`src/rtl/pae_pkg.sv`:
```
package pae_pkg;

    typedef enum logic [1:0] {
        ACC_LOAD  = 2'd0,
        ACC_STORE = 2'd1,
        ACC_FETCH = 2'd2,
        ACC_SPARE = 2'd3
    } acc_kind_e;

    typedef struct packed {
        logic rd;
        logic wr;
        logic ex;
    } rights_t;

    typedef struct packed {
        logic store;
        logic mask;
        logic prot;
        logic ng;
    } cause_t;

    localparam rights_t RIGHTS_NONE = 3'b000;
    localparam rights_t RIGHTS_RX   = 3'b101;
    localparam rights_t RIGHTS_RWX  = 3'b111;

    // Field positions inside the page word (the code's high bit is the word's MSB)
    localparam int PTE_PP_LSB  = 0;
    localparam int PTE_NX_BIT  = 2;
    localparam int PTE_GD_BIT  = 3;
    localparam int PTE_CHG_BIT = 7;
    localparam int PTE_REF_BIT = 8;
    localparam int PTE_KEY_LSB = 9;

    // Decode of the 3-bit protection code under the selected key bit
    function automatic rights_t code_rights(input logic key, input logic [2:0] code);
        rights_t r;
        r = RIGHTS_NONE;
        if (!key) begin
            case (code)
                3'd0, 3'd1, 3'd2: r = RIGHTS_RWX;
                3'd3, 3'd6:       r = RIGHTS_RX;
                default:          r = RIGHTS_NONE;
            endcase
        end else begin
            case (code)
                3'd2:       r = RIGHTS_RWX;
                3'd1, 3'd3: r = RIGHTS_RX;
                default:    r = RIGHTS_NONE;
            endcase
        end
        return r;
    endfunction

    // Right that an access of the given kind needs
    function automatic rights_t needed_right(input acc_kind_e kind);
        rights_t r;
        case (kind)
            ACC_STORE: r = 3'b010;
            ACC_FETCH: r = 3'b001;
            default:   r = 3'b100;
        endcase
        return r;
    endfunction

endpackage

```
`src/rtl/pae_code_table.sv`:
```
module pae_code_table
    import pae_pkg::*;
(
    input  logic       user_mode,
    input  logic       seg_key_user,
    input  logic       seg_key_super,
    input  logic [2:0] prot_code,
    input  logic       page_noexec,
    input  logic       page_guard,
    output rights_t    table_rights,
    output rights_t    ng_rights
);

    logic key_sel;

    always_comb begin
        key_sel      = user_mode ? seg_key_user : seg_key_super;
        table_rights = code_rights(key_sel, prot_code);
        ng_rights    = RIGHTS_RWX;
        ng_rights.ex = !(page_noexec || page_guard);
    end

endmodule

```
`src/rtl/pae_mask_filter.sv`:
```
module pae_mask_filter
    import pae_pkg::*;
#(
    parameter int KEY_W        = 5,
    parameter bit IAMR_PRESENT = 1'b1,
    localparam int NKEYS       = 1 << KEY_W,
    localparam int MASK_W      = 2 * NKEYS,
    localparam int IDX_W       = KEY_W + 1
) (
    input  logic [KEY_W-1:0]  class_key,
    input  logic [MASK_W-1:0] amr_word,
    input  logic [MASK_W-1:0] iamr_word,
    input  logic              enable,
    output rights_t           mask_rights
);

    // Key k owns the 2-bit field starting at 2*(NKEYS-1-k), i.e. {~k, 0}
    logic [IDX_W-1:0] field_base;
    logic [1:0]       data_field;

    assign field_base = {~class_key, 1'b0};
    assign data_field = amr_word[field_base +: 2];

    assign mask_rights.wr = !(enable && data_field[1]);
    assign mask_rights.rd = !(enable && data_field[0]);

    generate
        if (IAMR_PRESENT) begin : g_iamr
            assign mask_rights.ex = !(enable && iamr_word[field_base]);
        end else begin : g_no_iamr
            logic unused_iamr;
            assign unused_iamr    = ^iamr_word;
            assign mask_rights.ex = 1'b1;
        end
    endgenerate

endmodule

```
`src/rtl/pae_fault_judge.sv`:
```
module pae_fault_judge
    import pae_pkg::*;
(
    input  acc_kind_e kind,
    input  logic      seg_noexec,
    input  rights_t   table_rights,
    input  rights_t   ng_rights,
    input  rights_t   mask_rights,
    input  logic      pte_ref,
    input  logic      pte_chg,
    output logic      fault,
    output cause_t    cause,
    output rights_t   rights,
    output logic      set_ref,
    output logic      set_chg
);

    rights_t need;
    rights_t combined;
    logic    is_store;
    logic    is_fetch;
    logic    denied;

    always_comb begin
        need     = needed_right(kind);
        combined = rights_t'(table_rights & ng_rights & mask_rights);
        is_store = (kind == ACC_STORE);
        is_fetch = (kind == ACC_FETCH);
        denied   = |(need & ~combined);

        fault   = 1'b0;
        cause   = '0;
        rights  = combined;
        set_ref = 1'b0;
        set_chg = 1'b0;

        if (is_fetch && seg_noexec) begin
            fault    = 1'b1;
            cause.ng = 1'b1;
            rights   = RIGHTS_NONE;
        end else if (denied) begin
            fault = 1'b1;
            if (is_fetch) begin
                cause.ng   = !ng_rights.ex;
                cause.prot = ng_rights.ex && !table_rights.ex;
                cause.mask = !mask_rights.ex;
            end else begin
                cause.prot  = |(need & ~table_rights);
                cause.mask  = |(need & ~mask_rights);
                cause.store = is_store;
            end
        end else begin
            set_ref = !pte_ref;
            set_chg = is_store && !pte_chg;
            if (!is_store && !pte_chg) begin
                rights.wr = 1'b0;
            end
        end
    end

endmodule

```
`src/rtl/pae_access_eval.sv`:
```
module pae_access_eval
    import pae_pkg::*;
#(
    parameter int PTE_W        = 64,
    parameter int KEY_W        = 5,
    parameter bit IAMR_PRESENT = 1'b1,
    localparam int MASK_W      = 2 * (1 << KEY_W)
) (
    input  logic              clk,
    input  logic              rst,
    input  logic              req_valid,
    input  logic [1:0]        req_kind,
    input  logic              user_mode,
    input  logic              seg_key_user,
    input  logic              seg_key_super,
    input  logic              seg_noexec,
    input  logic [PTE_W-1:0]  pte_word,
    input  logic [MASK_W-1:0] amr_word,
    input  logic [MASK_W-1:0] iamr_word,
    input  logic              mask_check_en,
    output logic              resp_valid,
    output logic [2:0]        rights,
    output logic              fault,
    output logic [3:0]        cause,
    output logic              set_ref,
    output logic              set_chg
);

    localparam int KEY_MSB = PTE_KEY_LSB + KEY_W - 1;

    // Page word fields
    logic [2:0]       prot_code;
    logic [KEY_W-1:0] class_key;
    logic             unused_pte_bits;

    assign prot_code       = {pte_word[PTE_W-1], pte_word[PTE_PP_LSB +: 2]};
    assign class_key       = pte_word[PTE_KEY_LSB +: KEY_W];
    assign unused_pte_bits = ^{pte_word[PTE_CHG_BIT-1:PTE_GD_BIT+1],
                               pte_word[PTE_W-2:KEY_MSB+1]};

    rights_t   table_rights;
    rights_t   ng_rights;
    rights_t   mask_rights;
    rights_t   rights_d;
    cause_t    cause_d;
    logic      fault_d;
    logic      set_ref_d;
    logic      set_chg_d;

    pae_code_table u_code_table (
        .user_mode     (user_mode),
        .seg_key_user  (seg_key_user),
        .seg_key_super (seg_key_super),
        .prot_code     (prot_code),
        .page_noexec   (pte_word[PTE_NX_BIT]),
        .page_guard    (pte_word[PTE_GD_BIT]),
        .table_rights  (table_rights),
        .ng_rights     (ng_rights)
    );

    pae_mask_filter #(
        .KEY_W        (KEY_W),
        .IAMR_PRESENT (IAMR_PRESENT)
    ) u_mask_filter (
        .class_key   (class_key),
        .amr_word    (amr_word),
        .iamr_word   (iamr_word),
        .enable      (mask_check_en),
        .mask_rights (mask_rights)
    );

    pae_fault_judge u_fault_judge (
        .kind         (acc_kind_e'(req_kind)),
        .seg_noexec   (seg_noexec),
        .table_rights (table_rights),
        .ng_rights    (ng_rights),
        .mask_rights  (mask_rights),
        .pte_ref      (pte_word[PTE_REF_BIT]),
        .pte_chg      (pte_word[PTE_CHG_BIT]),
        .fault        (fault_d),
        .cause        (cause_d),
        .rights       (rights_d),
        .set_ref      (set_ref_d),
        .set_chg      (set_chg_d)
    );

    // Output register stage
    logic    resp_valid_q;
    rights_t rights_q;
    cause_t  cause_q;
    logic    fault_q;
    logic    set_ref_q;
    logic    set_chg_q;

    always_ff @(posedge clk) begin
        if (rst) begin
            resp_valid_q <= 1'b0;
            rights_q     <= RIGHTS_NONE;
            cause_q      <= '0;
            fault_q      <= 1'b0;
            set_ref_q    <= 1'b0;
            set_chg_q    <= 1'b0;
        end else begin
            resp_valid_q <= req_valid;
            if (req_valid) begin
                rights_q  <= rights_d;
                cause_q   <= cause_d;
                fault_q   <= fault_d;
                set_ref_q <= set_ref_d;
                set_chg_q <= set_chg_d;
            end
        end
    end

    assign resp_valid = resp_valid_q;
    assign rights     = rights_q;
    assign cause      = cause_q;
    assign fault      = fault_q;
    assign set_ref    = set_ref_q;
    assign set_chg    = set_chg_q;

    // verdict appears one cycle after each request and only then
    a_r1_resp_follows: assert property (@(posedge clk) disable iff (rst)
        req_valid |=> resp_valid);
    a_r1_idle_quiet: assert property (@(posedge clk) disable iff (rst)
        !req_valid |=> !resp_valid);

    // segment-level fetch refusal
    a_r10_seg_refuse: assert property (@(posedge clk) disable iff (rst)
        (req_valid && req_kind == 2'd2 && seg_noexec)
        |=> (fault && cause == 4'b0001 && rights == 3'b000 && !set_ref && !set_chg));

    // fetch causes never carry store, and guard/protection are exclusive
    a_r8_fetch_cause: assert property (@(posedge clk) disable iff (rst)
        (req_valid && req_kind == 2'd2) |=> (!cause[3] && $onehot0(cause[1:0])));

    // no entry update on a refused access
    a_r11_no_update_on_fault: assert property (@(posedge clk) disable iff (rst)
        (resp_valid && fault) |-> (!set_ref && !set_chg));

    // changed bit only for stores, and write withheld otherwise
    a_r12_chg_store_only: assert property (@(posedge clk) disable iff (rst)
        (req_valid && req_kind != 2'd1) |=> !set_chg);
    a_r12_write_withheld: assert property (@(posedge clk) disable iff (rst)
        (req_valid && req_kind != 2'd1 && !pte_word[PTE_CHG_BIT]) |=> (fault || !rights[1]));

endmodule

```
`config.mk`:
```
export PLATFORM = sky130hd
export DESIGN_NAME = pae_access_eval
export DESIGN_NICKNAME = d
export VERILOG_FILES = /design/src/rtl/pae_pkg.sv /design/src/rtl/pae_code_table.sv /design/src/rtl/pae_mask_filter.sv /design/src/rtl/pae_fault_judge.sv /design/src/rtl/pae_access_eval.sv
export SDC_FILE = /design/constraint.sdc
export NUM_CORES = 1
export LEC_CHECK = 0
export BUFFER_PORTS_ARGS = -buffer_cell sky130_fd_sc_hd__buf_2
export CORE_AREA = 5 5 79 81
export CTS_CLUSTER_SIZE = 16
export DETAILED_ROUTE_END_ITERATION = 10
export DIE_AREA = 0 0 84 86
export MAX_ROUTING_LAYER = met4
export PLACE_DENSITY = 0.73
export SKIP_CTS_REPAIR_TIMING = 1
export SYNTH_ARGS = -nofsm -noshare
export SYNTH_HDL_FRONTEND = slang
export SYNTH_SLANG_ARGS = --single-unit
export TNS_END_PERCENT = 20
```
`constraint.sdc`:
```
create_clock -name clk -period 4 [get_ports clk]
set_clock_uncertainty 0.1 [all_clocks]
set_input_delay 0.2 -clock clk [delete_from_list [all_inputs] [get_ports clk]]
set_output_delay 0.2 -clock clk [all_outputs]
set_load 0.01 [all_outputs]
```
==> flow_summary.json, run 1 <==
{
  "synth_largest_area_cell": "mux4_2",
  "outcome": "completed",
  "n_antenna_cell": 0,
  "fin_ws_ns": 1.48,
  "cp-end-kind": "flip-flop",
  "io_pins": 213,
  "r2r_slack_ns": 3.21,
  "cts_max_path_buffers": 2,
  "cts-root-buf": "clkbuf_8",
  "drt-initial-drc-count": 38,
  "synth.avg_cell_area_um2": 10.1,
  "synthCells": 146,
  "synth_top_area_frac": 0.306,
  "yosys.cell_types.count": 36,
  "path_max_fanout": 24,
  "clk_transition_reported_paths_ns": 0.05,
  "finalCritPeriodShare": 0.629,
  "core_area_mm2": 0.00541,
  "setup_viol": 0,
  "maxSlewHeadroom": 0.527,
  "grt_pass1_wl_um": 8140,
  "nFillCells": 582,
  "cts_tree": "built",
  "ant_nets": 0,
  "cp.required_ns": 4.00,
  "dp_slack_ns": 1.17,
  "drive_gt1_frac": 0.599,
  "hold_violations": 0,
  "synth_edf_count": 0,
  "fin_area_mm2": 0.00216,
  "async_flop_share": 0,
  "hold_class": "in -> reg",
  "power_w": 0.000411,
  "worst_pin_slew_ns": 0.710,
  "place_area_mm2": 0.00212,
  "row_count": 27,
  "syn_nets": 351,
  "p_clk_frac": 0.262,
  "drv_slew": 0,
  "ys_ff_latch": 11,
  "die_area_mm2": 0.00722,
  "synth_area_mm2": 0.00147,
  "die_x_um": 84,
  "initial_core_util": 0.272,
  "grt_setup_unrepaired": "no",
  "grt_max_degree": 27,
  "gp_congestion": 0.800,
  "critPathArrivalTime_ns": 2.52,
  "first_global_vias": 1867,
  "seq_power_share": 0.286,
  "wire_per_inst_um": 14.5,
  "fin_tns_setup_ns": 0,
  "route.detailed.drc": 0,
  "drt-pass1-iter-count": 6,
  "ys.flop_type": "dfxtp_1",
  "crit_type": "in -> reg",
  "fmax_mhz": 397,
  "drt_wl_total_um": 4930,
  "ys_seq_area_frac": 0.150,
  "startpoint_type": "input pin",
  "vias": 1660,
  "synth_area_leaders": "mux4_2 (31%), dfxtp_1 (15%), mux4_1 (5.4%)",
  "pwr-share-comb": 0.452,
  "dp_hpwl_um": 4440,
  "numCtsBuffers": 3,
  "cts_sinks": 11,
  "cts_max_level": 1,
  "final_util": 0.400,
  "grt_overflow": 0,
  "ir_worst_vdd_uv": 131,
  "p_int_w": 0.000292,
  "p_switching_w": 0.000119,
  "finalNetCount": 475,
  "port_buffers": 128,
  "leakagePower_nw": 1.03,
  "syn_to_final_growth_pct": 47.1,
  "insertion_delay_ns": 0.23,
  "p_sw_frac": 0.288,
  "die_height_um": 86,
  "antenna_found_initial": 0,
  "grt_use_total": 0.141,
  "min_period_ns": 2.52,
  "drv_cap": 0,
  "ys_warn_count": 0,
  "via_per_inst": 4.87,
  "cellPowerDensity_mw_per_mm2": 190
}
==> synthesized netlist by cell type, types with 2 or more instances <==
library cell,n
mux4_2,20
nand2_1,14
nor2_1,13
dfxtp_1,11
inv_1,8
nor3_1,7
o21ai_0,7
a21oi_1,5
mux2_2,5
nand2b_1,5
buf_4,4
nand3_1,4
nor2b_1,4
a211oi_1,3
ha_1,3
mux2i_1,3
mux4_1,3
nand3b_1,3
a22o_1,2
a311oi_1,2
buf_2,2
buf_6,2
o211ai_1,2
o211ai_2,2
==> layout by cell type, fill, tap and decap left out, drive strengths merged, types with 2 or more instances in the layout <==
cell and n:
nand2b 5, nor3 8, nand3b 3, inv 8, a22o 2, a311oi 2, nor2 13, nor2b 4
nand2 14, buf 128, nand3 4, o21ai 8, o211ai 4, dfxtp 11, mux2 5, a211oi 3
mux4 23, clkbuf 4, mux2i 3, a21oi 6, ha 3
==> critical path: stages <==
cell and delay, ns:
buf_2 0.55, mux4_1 0.64, mux2_2 0.29, o221ai_1 0.15, a211oi_1 0.10, o2bb2ai_1 0.19, nor3_4 0.27, a311oi_1 0.13
==> worst paths after layout <==
kind,startpoint,endpoint,depth (start not counted)
setup / recovery,pte_word[9],fault,8
hold / removal,rst,cause[0],2
setup reg to reg,cause[1],cause[1],2
hold reg to reg,cause[0],cause[0],2
==> per-stage QoR <==
stage / cells / hold WS [ns]
after floorplan: 146 / 0.169
after global placement: 337 / 0.332
after detailed placement: 337 / 0.346
after CTS: 341 / 0.114
after global routing: 341 / 0.138
final: 341 / 0.122
==> layer usage <==
layer,global-route usage,share of wire
met5,-,0
met4,0.0219,0.0053
met3,0.0269,0.091
met2,0.265,0.52
met1,0.157,0.38
==> cell type report <==
cell class | instances | area, um^2 | share of cell area
multi-input combinational | 118 | 1140 | 0.526
sequential | 11 | 220 | 0.102
tap | 72 | 90.1 | 0.0416
timing repair buffer | 128 | 641 | 0.296
clock buffer | 4 | 45.0 | 0.0208
inverter | 8 | 30.0 | 0.0139
==> flip-flops by register name, summed over array words and instances, names as in the netlist <==
register    cells
cause           4
set_chg         1
fault           1
resp_valid      1
rights          3
set_ref         1
==> cells by family (layout without fill, tap and decap cells) <==
kind of cell / after synthesis / in the layout / synth area share
fa+ha+maj: 3 / 3 / 0.0255
simple gates: 54 / 54 / 0.186
buf+inv: 17 / 140 / 0.0765
mux: 31 / 31 / 0.418
compound gates: 30 / 30 / 0.144
flops: 11 / 11 / 0.150
==> power groups by stage <==
stage                     Combinational (W)  Clock (W)  Sequential, W
after global placement             0.000185          0       0.000120
after CTS                          0.000189   0.000111       0.000118
after global routing               0.000208   0.000118       0.000118
final                              0.000186   0.000108       0.000118
after detailed placement           0.000189          0       0.000120
after floorplan                    0.000111          0       0.000123
(Power assumes the default switching activity.)
==> run 2, diff against run 1 <==
ABC_AREA = 1   (was not set)
CORE_AREA = not set   (was 5 5 79 81)
CORE_MARGIN = 5   (was not set)
CORE_UTILIZATION = 29   (was not set)
DIE_AREA = not set   (was 0 0 84 86)
PLACE_DENSITY = 0.78   (was 0.73)
clock period = 2.2 ns   (was 4 ns; I/O delays follow)
==> run 2 against run 1 <==
Sequential cell count did not move. Setup slack worse by 0.92 ns. Register-to-register slack worse by 1.7 ns. Sequential share of layout area decreased by 0.56 points. First-iteration DRC count increased to 4.1 times the previous value.
==> flow_summary.json, run 2 <==
{
  "via_per_inst": 4.78,
  "synth_edf_count": 0,
  "grt_use_total": 0.164,
  "cp-end-kind": "flip-flop",
  "reg2reg_depth": 2,
  "gp_congestion": 0.874,
  "reg2reg_to": "cause[0]",
  "drv_cap": 0,
  "synth_area_mm2": 0.00159,
  "min_period_ns": 1.63,
  "crit_end": "cause[3]",
  "cts_max_level": 1,
  "reg2reg_from": "cause[0]",
  "synth.avg_cell_area_um2": 5.05,
  "cts_tree": "built",
  "ys_ff_latch": 11,
  "setup.worst_path.start": "pte_word[9]",
  "finalNetCount": 640,
  "power_w": 0.000789,
  "grt_pass1_wl_um": 9710,
  "worst_pin_slew_ns": 0.417,
  "hold_violations": 0,
  "largest_reg_flops": 4,
  "io_pins": 213,
  "r2r_slack_ns": 1.48,
  "first_global_vias": 2364,
  "async_flop_share": 0,
  "yosysMostFrequentCell": "nand2_1",
  "cellPowerDensity_mw_per_mm2": 345,
  "drt-initial-drc-count": 157,
  "startpoint_type": "input pin",
  "syn_nets": 519,
  "path_max_fanout": 32,
  "drv_slew": 0,
  "die_area_mm2": 0.00705,
  "port_buffers": 128,
  "final_util": 0.424,
  "ant_nets": 0,
  "cp.required_ns": 2.27,
  "placed_cells": 502,
  "drt-pass1-iter-count": 4,
  "ys.flop_type": "dfxtp_1",
  "dp_hpwl_um": 4840,
  "synthTopCellsByCount": "nand2_1 (145), nand3_1 (87), inv_1 (14), dfxtp_1 (11), nor2_1 (11)",
  "finalCritPeriodShare": 0.743,
  "die_x_um": 83.9,
  "crit_type": "in -> reg",
  "outcome": "completed",
  "final_common_cell": "nand2_1",
  "final_cell_mix": "nand2_1 (145), buf_2 (128), nand3_1 (87), inv_1 (14)",
  "grt_max_degree": 33,
  "drt_wl_total_um": 5910,
  "critPathArrivalTime_ns": 1.71,
  "setup_viol": 0,
  "cts-root-buf": "clkbuf_8",
  "syn_to_final_growth_pct": 44.4,
  "grt_setup_unrepaired": "no",
  "antenna_found_initial": 0,
  "n_antenna_cell": 0,
  "vias": 2417,
  "cts_sinks": 11,
  "ys_seq_area_frac": 0.139,
  "synth_top_area_frac": 0.343,
  "die_height_um": 83.9,
  "fin_tns_setup_ns": 0,
  "hold_class": "in -> reg",
  "ir_worst_vdd_uv": 250,
  "clk_transition_reported_paths_ns": 0.05,
  "ys_warn_count": 0,
  "core_area_mm2": 0.00541,
  "hold_ws_ns": 0.0520,
  "fmax_mhz": 612,
  "synth_largest_area_cell": "nand2_1",
  "synth_area_leaders": "nand2_1 (34%), nand3_1 (27%), dfxtp_1 (14%)",
  "numCtsBuffers": 3,
  "yosys.cell_types.count": 18,
  "drive_gt1_frac": 0.323,
  "synthCells": 314,
  "cts_max_path_buffers": 2,
  "wire_per_inst_um": 11.7,
  "route.detailed.drc": 0,
  "maxSlewHeadroom": 0.722,
  "initial_core_util": 0.293,
  "stdcell_count": 506,
  "leakagePower_nw": 1.32,
  "grt_overflow": 0,
  "row_count": 27,
  "insertion_delay_ns": 0.24
}
[run 2: changes by cell type in the layout (fill, tap and decap cells not counted), moves of 5 or more]
cell	before	now
nand2_1	14	145
nand3_1	4	87
mux4_2	20	0
buf_4	0	6
inv_1	8	14
nand4_1	0	6
nand2b_1	5	0
[run 2: area by class of cell]
type	count	area, um^2
clock buffer	4	45.0
fill	607	3120
timing repair buffer	134	686
inverter	17	63.8
multi-input combinational	268	1180
tap	72	90.1
sequential	11	220
[run 2: power breakdown]
group	total [W]	switching, W	leakage [nW]	internal (W)
logic	0.000371	0.000203	1.21	0.000168
clock network	0.000204	0.0000772	0.0228	0.000127
registers	0.000214	0.00000478	0.0900	0.000210
[run 2: worst min-delay path by stage]
stage,start,to,depth (start not counted)
floorplan,rst,cause[0],1
global placement,pte_word[8],set_ref,4
detailed placement,pte_word[8],set_ref,4
CTS,pte_word[8],set_ref,4
global route,pte_word[8],set_ref,4
finish,pte_word[8],set_ref,4
[run 2: routing by layer]
| metal | GRT usage | up-vias | routed length [um] |
|---|---|---|---|
| met3 | 0.0257 | 10 | 415 |
| met2 | 0.292 | 93 | 2980 |
| li1 | - | 1264 | - |
| met1 | 0.188 | 1050 | 2410 |
| met5 | - | - | 0 |
| met4 | 0.0468 | 0 | 101 |
[run 2: cell families after synthesis]
family / synth area share
fa+ha+maj: 0.0237
mux: 0.00710
buf+inv: 0.114
simple gates: 0.677
compound gates: 0.0395
flops: 0.139
[run 2: worst max-delay path, cell delays in order]
cell,delay [ns]
buf_2,0.12
inv_2,0.05
buf_4,0.28
nand2_1,0.11
nand3_1,0.10
nand3_1,0.09
nand2_1,0.09
nand2_1,0.05
nand3_1,0.10
nand3_1,0.13
nand2_1,0.08
nand2_1,0.09
nand3_1,0.12
nand3_1,0.08
a21oi_1,0.12
[run 2: through the flow]
stage	worst slack, ns	instance area [um^2]
after global placement	0.381	2240
after detailed placement	0.337	2240
final	0.566	2290
after floorplan	0.689	1590
after CTS	0.584	2290
after global routing	0.347	2290
